**config.mk**
```make
export PLATFORM = sky130hd
export DESIGN_NAME = multi_ch_silence_det
export DESIGN_NICKNAME = d
export VERILOG_FILES = /design/src/rtl/sdet_pkg.sv /design/src/rtl/sdet_rst_sync.sv /design/src/rtl/sdet_part_scan.sv /design/src/rtl/sdet_run_cnt.sv /design/src/rtl/multi_ch_silence_det.sv
export SDC_FILE = /design/constraint.sdc
export NUM_CORES = 1
export LEC_CHECK = 0
export ABC_CLOCK_PERIOD_IN_PS = 1500
export BUFFER_PORTS_ARGS = -buffer_cell sky130_fd_sc_hd__buf_4
export CORE_ASPECT_RATIO = 1.2
export CORE_MARGIN = 8
export CORE_UTILIZATION = 29
export CTS_BUF_LIST = sky130_fd_sc_hd__clkbuf_4
export DETAILED_ROUTE_END_ITERATION = 8
export GPL_TIMING_DRIVEN = 0
export PLACE_DENSITY_LB_ADDON = 0.15
export SYNTH_ARGS = -nofsm -noshare
export SYNTH_HDL_FRONTEND = slang
export SYNTH_SLANG_ARGS = --single-unit
```
**constraint.sdc**
```tcl
create_clock -name clk -period 1.5 [get_ports clk]
set_input_delay 0.075 -clock clk [delete_from_list [all_inputs] [get_ports clk]]
set_output_delay 0.075 -clock clk [all_outputs]
set_load 0.005 [all_outputs]
```
**src/rtl/sdet_pkg.sv**
```systemverilog
package sdet_pkg;
  localparam int unsigned DEF_NUM_CH   = 6;
  localparam int unsigned DEF_SAMPLE_W = 24;
  localparam int unsigned DEF_RUN_LEN  = 9600;

  typedef enum logic [1:0] {
    RUN_HOLD    = 2'd0,
    RUN_ADVANCE = 2'd1,
    RUN_RESTART = 2'd2
  } run_op_e;
endpackage

```
**src/rtl/sdet_rst_sync.sv**
```systemverilog
module sdet_rst_sync #(
  parameter int unsigned STAGES = 2
) (
  input  logic clk,
  input  logic rst_n,
  output logic rst_sync_n
);
  logic [STAGES-1:0] sync_q;

  always_ff @(posedge clk or negedge rst_n) begin
    if (!rst_n) sync_q <= '0;
    else        sync_q <= {sync_q[STAGES-2:0], 1'b1};
  end

  assign rst_sync_n = sync_q[STAGES-1];
endmodule

```
**src/rtl/sdet_part_scan.sv**
```systemverilog
module sdet_part_scan #(
  parameter int unsigned NUM_CH   = sdet_pkg::DEF_NUM_CH,
  parameter int unsigned SAMPLE_W = sdet_pkg::DEF_SAMPLE_W
) (
  input  logic [NUM_CH*SAMPLE_W-1:0] smp_data,
  input  logic [NUM_CH-1:0]          ch_enable,
  input  logic                       static_mode,
  output logic [NUM_CH-1:0]          part_mask,
  output logic                       part_loud,
  output logic                       part_none
);
  logic [NUM_CH-1:0] ch_nonzero;

  for (genvar g = 0; g < NUM_CH; g++) begin : g_ch
    assign ch_nonzero[g] = |smp_data[g*SAMPLE_W +: SAMPLE_W];
  end

  always_comb begin
    part_mask = static_mode ? {NUM_CH{1'b1}} : ch_enable;
    part_loud = |(part_mask & ch_nonzero);
    part_none = ~|part_mask;
  end
endmodule

```
**src/rtl/sdet_run_cnt.sv**
```systemverilog
module sdet_run_cnt #(
  parameter int unsigned RUN_LEN = sdet_pkg::DEF_RUN_LEN
) (
  input  logic clk,
  input  logic rst_n,
  input  logic strobe,
  input  logic restart,
  output logic run_done
);
  import sdet_pkg::*;
  localparam int unsigned CNT_W = $clog2(RUN_LEN + 1);
  localparam logic [CNT_W-1:0] LIMIT = CNT_W'(RUN_LEN);

  logic [CNT_W-1:0] cnt_q, cnt_d;
  logic             cnt_en;
  run_op_e          op;

  always_comb begin
    if (!strobe)                     op = RUN_HOLD;
    else if (restart)                op = RUN_RESTART;
    else if (cnt_q != LIMIT)         op = RUN_ADVANCE;
    else                             op = RUN_HOLD;
    cnt_en = (op != RUN_HOLD);
    unique case (op)
      RUN_RESTART: cnt_d = '0;
      RUN_ADVANCE: cnt_d = cnt_q + 1'b1;
      default:     cnt_d = cnt_q;
    endcase
  end

  always_ff @(posedge clk or negedge rst_n) begin
    if (!rst_n)      cnt_q <= '0;
    else if (cnt_en) cnt_q <= cnt_d;
  end

  assign run_done = (cnt_q == LIMIT);

  assert_cnt_bound_R9: assert property (@(posedge clk) disable iff (!rst_n)
    cnt_q <= LIMIT);
  assert_hold_no_strobe_R4: assert property (@(posedge clk) disable iff (!rst_n)
    !strobe |=> $stable(cnt_q));
  assert_restart_R3: assert property (@(posedge clk) disable iff (!rst_n)
    strobe && restart |=> cnt_q == '0);
  assert_advance_R2: assert property (@(posedge clk) disable iff (!rst_n)
    strobe && !restart && !run_done |=> cnt_q == $past(cnt_q) + 1'b1);
  assert_saturate_R9: assert property (@(posedge clk) disable iff (!rst_n)
    strobe && !restart && run_done |=> run_done);
endmodule

```
**src/rtl/multi_ch_silence_det.sv**
```systemverilog
module multi_ch_silence_det #(
  parameter int unsigned NUM_CH   = sdet_pkg::DEF_NUM_CH,
  parameter int unsigned SAMPLE_W = sdet_pkg::DEF_SAMPLE_W,
  parameter int unsigned RUN_LEN  = sdet_pkg::DEF_RUN_LEN
) (
  input  logic                       clk,
  input  logic                       rst_n,
  input  logic                       smp_strobe,
  input  logic [NUM_CH*SAMPLE_W-1:0] smp_data,
  input  logic [NUM_CH-1:0]          ch_enable,
  input  logic                       static_mode,
  input  logic                       mute,
  output logic                       silence_n
);
  logic              rst_sync_n;
  logic [NUM_CH-1:0] part_mask;
  logic              part_loud;
  logic              part_none;
  logic              run_done;

  sdet_rst_sync #(.STAGES(2)) u_rst (
    .clk        (clk),
    .rst_n      (rst_n),
    .rst_sync_n (rst_sync_n)
  );

  sdet_part_scan #(.NUM_CH(NUM_CH), .SAMPLE_W(SAMPLE_W)) u_scan (
    .smp_data    (smp_data),
    .ch_enable   (ch_enable),
    .static_mode (static_mode),
    .part_mask   (part_mask),
    .part_loud   (part_loud),
    .part_none   (part_none)
  );

  sdet_run_cnt #(.RUN_LEN(RUN_LEN)) u_cnt (
    .clk      (clk),
    .rst_n    (rst_sync_n),
    .strobe   (smp_strobe),
    .restart  (part_loud | part_none),
    .run_done (run_done)
  );

  always_comb begin
    silence_n = ~(mute | (run_done & ~part_none));
  end

  assert_mute_forces_R7: assert property (@(posedge clk) disable iff (!rst_sync_n)
    mute |-> !silence_n);
  assert_idle_high_R8: assert property (@(posedge clk) disable iff (!rst_sync_n)
    !mute && part_mask == '0 |-> silence_n);
  assert_static_all_R6: assert property (@(posedge clk) disable iff (!rst_sync_n)
    static_mode |-> $countones(part_mask) == NUM_CH);
  assert_loud_release_R3: assert property (@(posedge clk) disable iff (!rst_sync_n)
    smp_strobe && part_loud && !mute ##1 !mute |-> silence_n);
endmodule

```
==> After elaboration in Yosys (flattened, before gate mapping) <==
Index checks and enable logic that the tools add are counted.
{ "op_classes": {"n_addsub": 1, "mul": 0, "div": 0, "magnitude_cmp": 0, "n_eq_ne": 4, "n_shift": 0, "muxes": 5, "bitwise_logic": 5, "reduce_logical": 12} }
{ "ops": {"columns": ["operator", "n"], "rows": [
  ["OR reduction 24 bit", 6],
  ["case mux 14 bit (2 select lines)", 1],
  ["adder 14 x 1 -> 14 bit (second input constant)", 1],
  ["equality test 14 bit (second input constant)", 1],
  ["inequality test 14 bit (second input constant)", 1],
  ["OR reduction 6 bit", 2],
  ["bitwise AND 6 bit", 1],
  ["two-way mux 6 bit", 1],
  ["two-way mux 2 bit", 2],
  ["nonzero test 2 bit", 2],
  ["equality test 2 x 1 -> 1 bit (second input constant)", 1],
  ["equality test 2 bit (second input constant)", 1],
  ["OR 1 bit", 2],
  ["AND reduction 2 bit", 1],
  ["bitwise AND 1 bit", 1],
  ["zero test 1 bit", 1],
  ["two-way mux 1 bit", 1],
  ["NOT 1 bit", 1]
]} }
{ "totals": {"register_bits": 16, "latch_bits": 0, "ramBits": 0, "romBits": 0, "in_bits": 155, "elab_cells": 29, "mem_count": 0} }

==> Logic depth before layout (Yosys ltp) <==
{ "depth": {"depth_word": 9, "mapped_depth": 12, "depth_no_buf": 12} }

==> Hierarchy <==
From an unflattened synthesis, not the netlist that was laid out.
{ "hier_totals": {"hier_cells": 155, "area_unflattened_um2": 1306.3} }
{ "by_module_without_submodules": {"columns": ["mod", "instances", "cells_per_inst", "area_each_um2"], "rows": [
  ["sdet_run_cnt", 1, 85, 827.0],
  ["sdet_part_scan", 1, 64, 410.4],
  ["sdet_rst_sync", 1, 3, 53.8],
  ["multi_ch_silence_det", 1, 3, 15.0]
]} }

==> Worst setup path before layout <==
OpenSTA, ideal clock, no wires.
{ "synth_path": {"path_type": "register -> register", "from": "register u_cnt.cnt_q[0]", "to": "register u_cnt.cnt_q[13]", "setup_ps": 132, "arrival_time_ps": 2642, "t_required_ps": 1368, "path_slack_ps": -1274, "stages_incl_launch_ff": 13, "n_path_buf": 0, "path_cell_list": "dfrtp_1 -> inv_1 -> ha_1 -> or4b_1 -> nor4_1 -> nand2b_1 -> nor4_2 -> ha_1 -> nand4b_1 -> nor3_1 -> nand4_1 -> xor2_1 -> nor2_1"} }
{ "synth_via": {"elab_chain_cells": 7} }
{ "synth_rtl": {"columns": ["item", "line", "rtl"], "rows": [
  ["start, declared", "sdet_run_cnt.sv:14", "logic [CNT_W-1:0] cnt_q, cnt_d;"],
  ["start signal, assigned", "sdet_run_cnt.sv:33", "else if (cnt_en) cnt_q <= cnt_d;"],
  ["inequality test 14 bit", "sdet_run_cnt.sv:21", "else if (cnt_q != LIMIT) op = RUN_ADVANCE;"],
  ["two-way mux 1 bit", "sdet_run_cnt.sv:21", null],
  ["two-way mux 2 bit", "sdet_run_cnt.sv:20", "else if (restart) op = RUN_RESTART;"],
  ["two-way mux 2 bit", "sdet_run_cnt.sv:19", "if (!strobe) op = RUN_HOLD;"],
  ["equality test 2 bit or equality test 2 x 1 -> 1 bit (tied branches)", "sdet_run_cnt.sv:24", "unique case (op)"],
  ["nonzero test 2 bit (no line)", null, null],
  ["AND reduction 2 bit (no line)", null, null]
]} }
Several ways; a longest one is shown, not always the timed one.
A chain may end at the register's enable or synchronous reset.

==> Worst setup path in the final report <==
{ "layout_path": {"from": "register u_cnt.cnt_q[1]", "to": "register u_cnt.cnt_q[11]"} }
Same word-level chain as after synthesis.

==> out/qor.yml <==
status: "complete, but fails checks"
failed_checks: "setup timing"
slowest_stage: "or4b_4"
crit_chain: "inv_1 -> ha_1 -> or4b_4 -> nor4_4 -> nand2b_4 -> nor4_4 -> ha_4 -> nand4b_1 -> nor3_2 -> buf_4 -> nand2_1 -> xor2_1 -> nor2_1"
fin_crit_ps: 2650
max_cap_violations: 0
yosysUniqueCellTypes: 27
rows: 25
clkTransAtPathRegs_ps: 100
ys_warn_count: 0
cts.sinks: 16
antenna_found_initial: 0
netlist_instances: 145
hold_viol: 0
numCtsBuffers: 3
totalWireLength_um: 6800
dr.pass1.iters: 4
finalClockSkew_ps: 3.98
via_count: 1906
io_buffers: 155
finalInstanceArea_mm2: 0.00271
hp-class: "in -> async"
path_buf_inv: 2
cts_max_path_buffers: 2
grt_use_total_pct: 20.2
crit_family: "simple AND/OR/NAND/NOR gates"
slowest_delay_ps: 460
dpl.hpwl_um: 5830
place_inst: 354
path_common_cell: "nor4_4"
synth_seq_cells: 16
placed_area_mm2: 0.00244
crit_fanout: 4
viasPerCell: 5.10
dr.first_iter.drc_count: 84
slew_viol_final: 0
dp_slack_ps: -1530
fp.dieW_um: 74.6
arrival_ps: 2870
synth_area_mm2: 0.00120
root_buffer: "clkbuf_4"
routedWlPerCell_um: 18.2
ios: 156
n_antenna_cell: 0
timing.final.crit_share_pct: 177
core_area_mm2: 0.00394
setup_ws_ps: -1150
relSlewSlack_pct: 61.3
cp-start-kind: "register"
rsz0062_at_grt: "yes"
synth_nets: 303
cts_tree: "yes"
synth.avg_cell_area_um2: 8.25
tightestPinTransition_ps: 580
r2r_end: "u_cnt.cnt_q[11]"
fin_cells: 374
htree_levels: 1
drive_gt1_share_pct: 60.3
die-height_um: 86.4
tns_ps: -15230
grt_pass1_vias: 2087
crit_type: "reg -> reg"
worst_setup_path_end_kind: "register"
nNetsFinal: 479
rr_startpoint: "u_cnt.cnt_q[1]"
cp_data_required_time_ps: 1720
p_per_area_mw_per_mm2: 394
worstRegToRegCells: 13
grt-ovfl-total: 0
leakage_uw: 0.00127
clk_latency_ps: 280
routabilityCongestion: 0.826
grt_max_degree: 15
setup_viol: 15
start_util_pct: 30.3
seq_area_frac_synth_pct: 33.5
drc: 0
cp.depth: 13
peakVddDrop_mv: 0.317
ant_nets: 0
ff2ff_setup_slack_ps: -1150
dieArea_mm2: 0.00644
clock.fmax_mhz: 377
syn_to_final_growth_pct: 126
grt_pass1_wl_um: 10200
[worst reg2reg max path, cell delays in order, from the launching register on]
cell and delay (ps):
dfrtp_1 400, inv_1 70, ha_1 120, or4b_4 460, nor4_4 190, nand2b_4 190
nor4_4 40, ha_4 240, nand4b_1 230, nor3_2 230, buf_4 140, nand2_1 50
xor2_1 140, nor2_1 90
[logic make-up after synthesis]
group,synth area share [%]
compound gates,7.43
simple gates,47.5
flops,33.5
buf+inv,1.57
fa+ha+maj,3.14
xor+xnor,6.59
other cells,0.314
[placed cells by master (no fill, tap or decap), types with 2 or more instances in the layout]
master,n
ha_1,2
nor4_4,2
buf_6,6
nor4_1,37
dfrtp_1,16
nand4_1,10
or3_1,2
o21ai_1,2
nand2_1,13
buf_4,163
o21ai_0,9
nand4b_1,2
inv_1,4
nand2b_4,2
nand3_1,3
nor4_2,3
xor2_1,8
nor2_1,9
a21oi_2,3
clkbuf_4,4
[timing repair]
item | in CTS | in global routing
hold buffers | 1 | 0
setup endpoints to repair | 15 | 15
resized for setup | 9 | 19
endpoints found under the hold margin | 2 | 0
buffers inserted | 7 | 7
pin swaps | 3 | 10
gates cloned | 1 | 0
[how the worst max path moves through the flow]
stage,startpoint,end,slack (ps)
2_1_floorplan,u_cnt.cnt_q[0],u_cnt.cnt_q[13],-1160
3_3_place_gp,u_cnt.cnt_q[0],u_cnt.cnt_q[13],-1500
3_5_place_dp,u_cnt.cnt_q[0],u_cnt.cnt_q[13],-1530
4_1_cts,u_cnt.cnt_q[0],u_cnt.cnt_q[5],-1260
5_1_grt,smp_data[115],u_cnt.cnt_q[11],-1310
6_report,u_cnt.cnt_q[1],u_cnt.cnt_q[11],-1150
[per-layer routing]
layer	vias up	GRT usage (%)	part of all wire, %
li1	924	-	-
met1	867	20.0	35
met2	97	36.6	53
met3	18	7.62	9.0
met4	0	7.32	3.4
met5	-	0	0
[report_power, final]
part	internal (uW)	switching (uW)
clock network	96.3	136
logic	295	98.9
registers	434	7.68
[Yosys cell counts, drive strengths merged]
master	number	area (um^2)
nor4	42	288
nor2	10	37.5
nor2b	1	6.26
ha	3	37.5
or4b	1	10.0
nor3b	1	12.5
and3	1	6.26
dfrtp	16	400
clkbuf	1	3.75
nand2b	3	18.8
and3b	1	8.76
nand4	10	62.6
nor4bb	1	10.0
a21oi	3	15.0
conb	1	3.75
inv	4	15.0
o31ai	1	7.51
nand3	3	15.0
nand2	14	52.6
a31oi	1	6.26
nor3	2	10.0
or3	2	12.5
o21ai	12	60.1
xor2	8	70.1
xnor2	1	8.76
nand4b	2	17.5
[registers in the layout, indices dropped and copies added (netlist names)]
register,flops
u_cnt.cnt_q,14
u_rst.sync_q,2
[cell type report]
type                    instances  area, um^2
well taps                      54        67.6
flip-flops and latches         16         400
multi-input cells             124         876
inverters                       4        15.0
clock buffers                   3        22.5
plain buffers                   1        13.8
clock inverters                 1        3.75
fillers                       341        1230
repair buffers                171        1310
[metrics by stage]
stage          util (%)  hold WS, ps  total power, uW
2_1_floorplan         -         -221              486
3_3_place_gp       61.9         -143              800
3_5_place_dp       61.9         -142              811
4_1_cts            65.3         89.4             1060
5_1_grt            68.7         84.6             1130
6_report           68.7          103             1070
No activity file was read; power rests on OpenSTA's default activity.
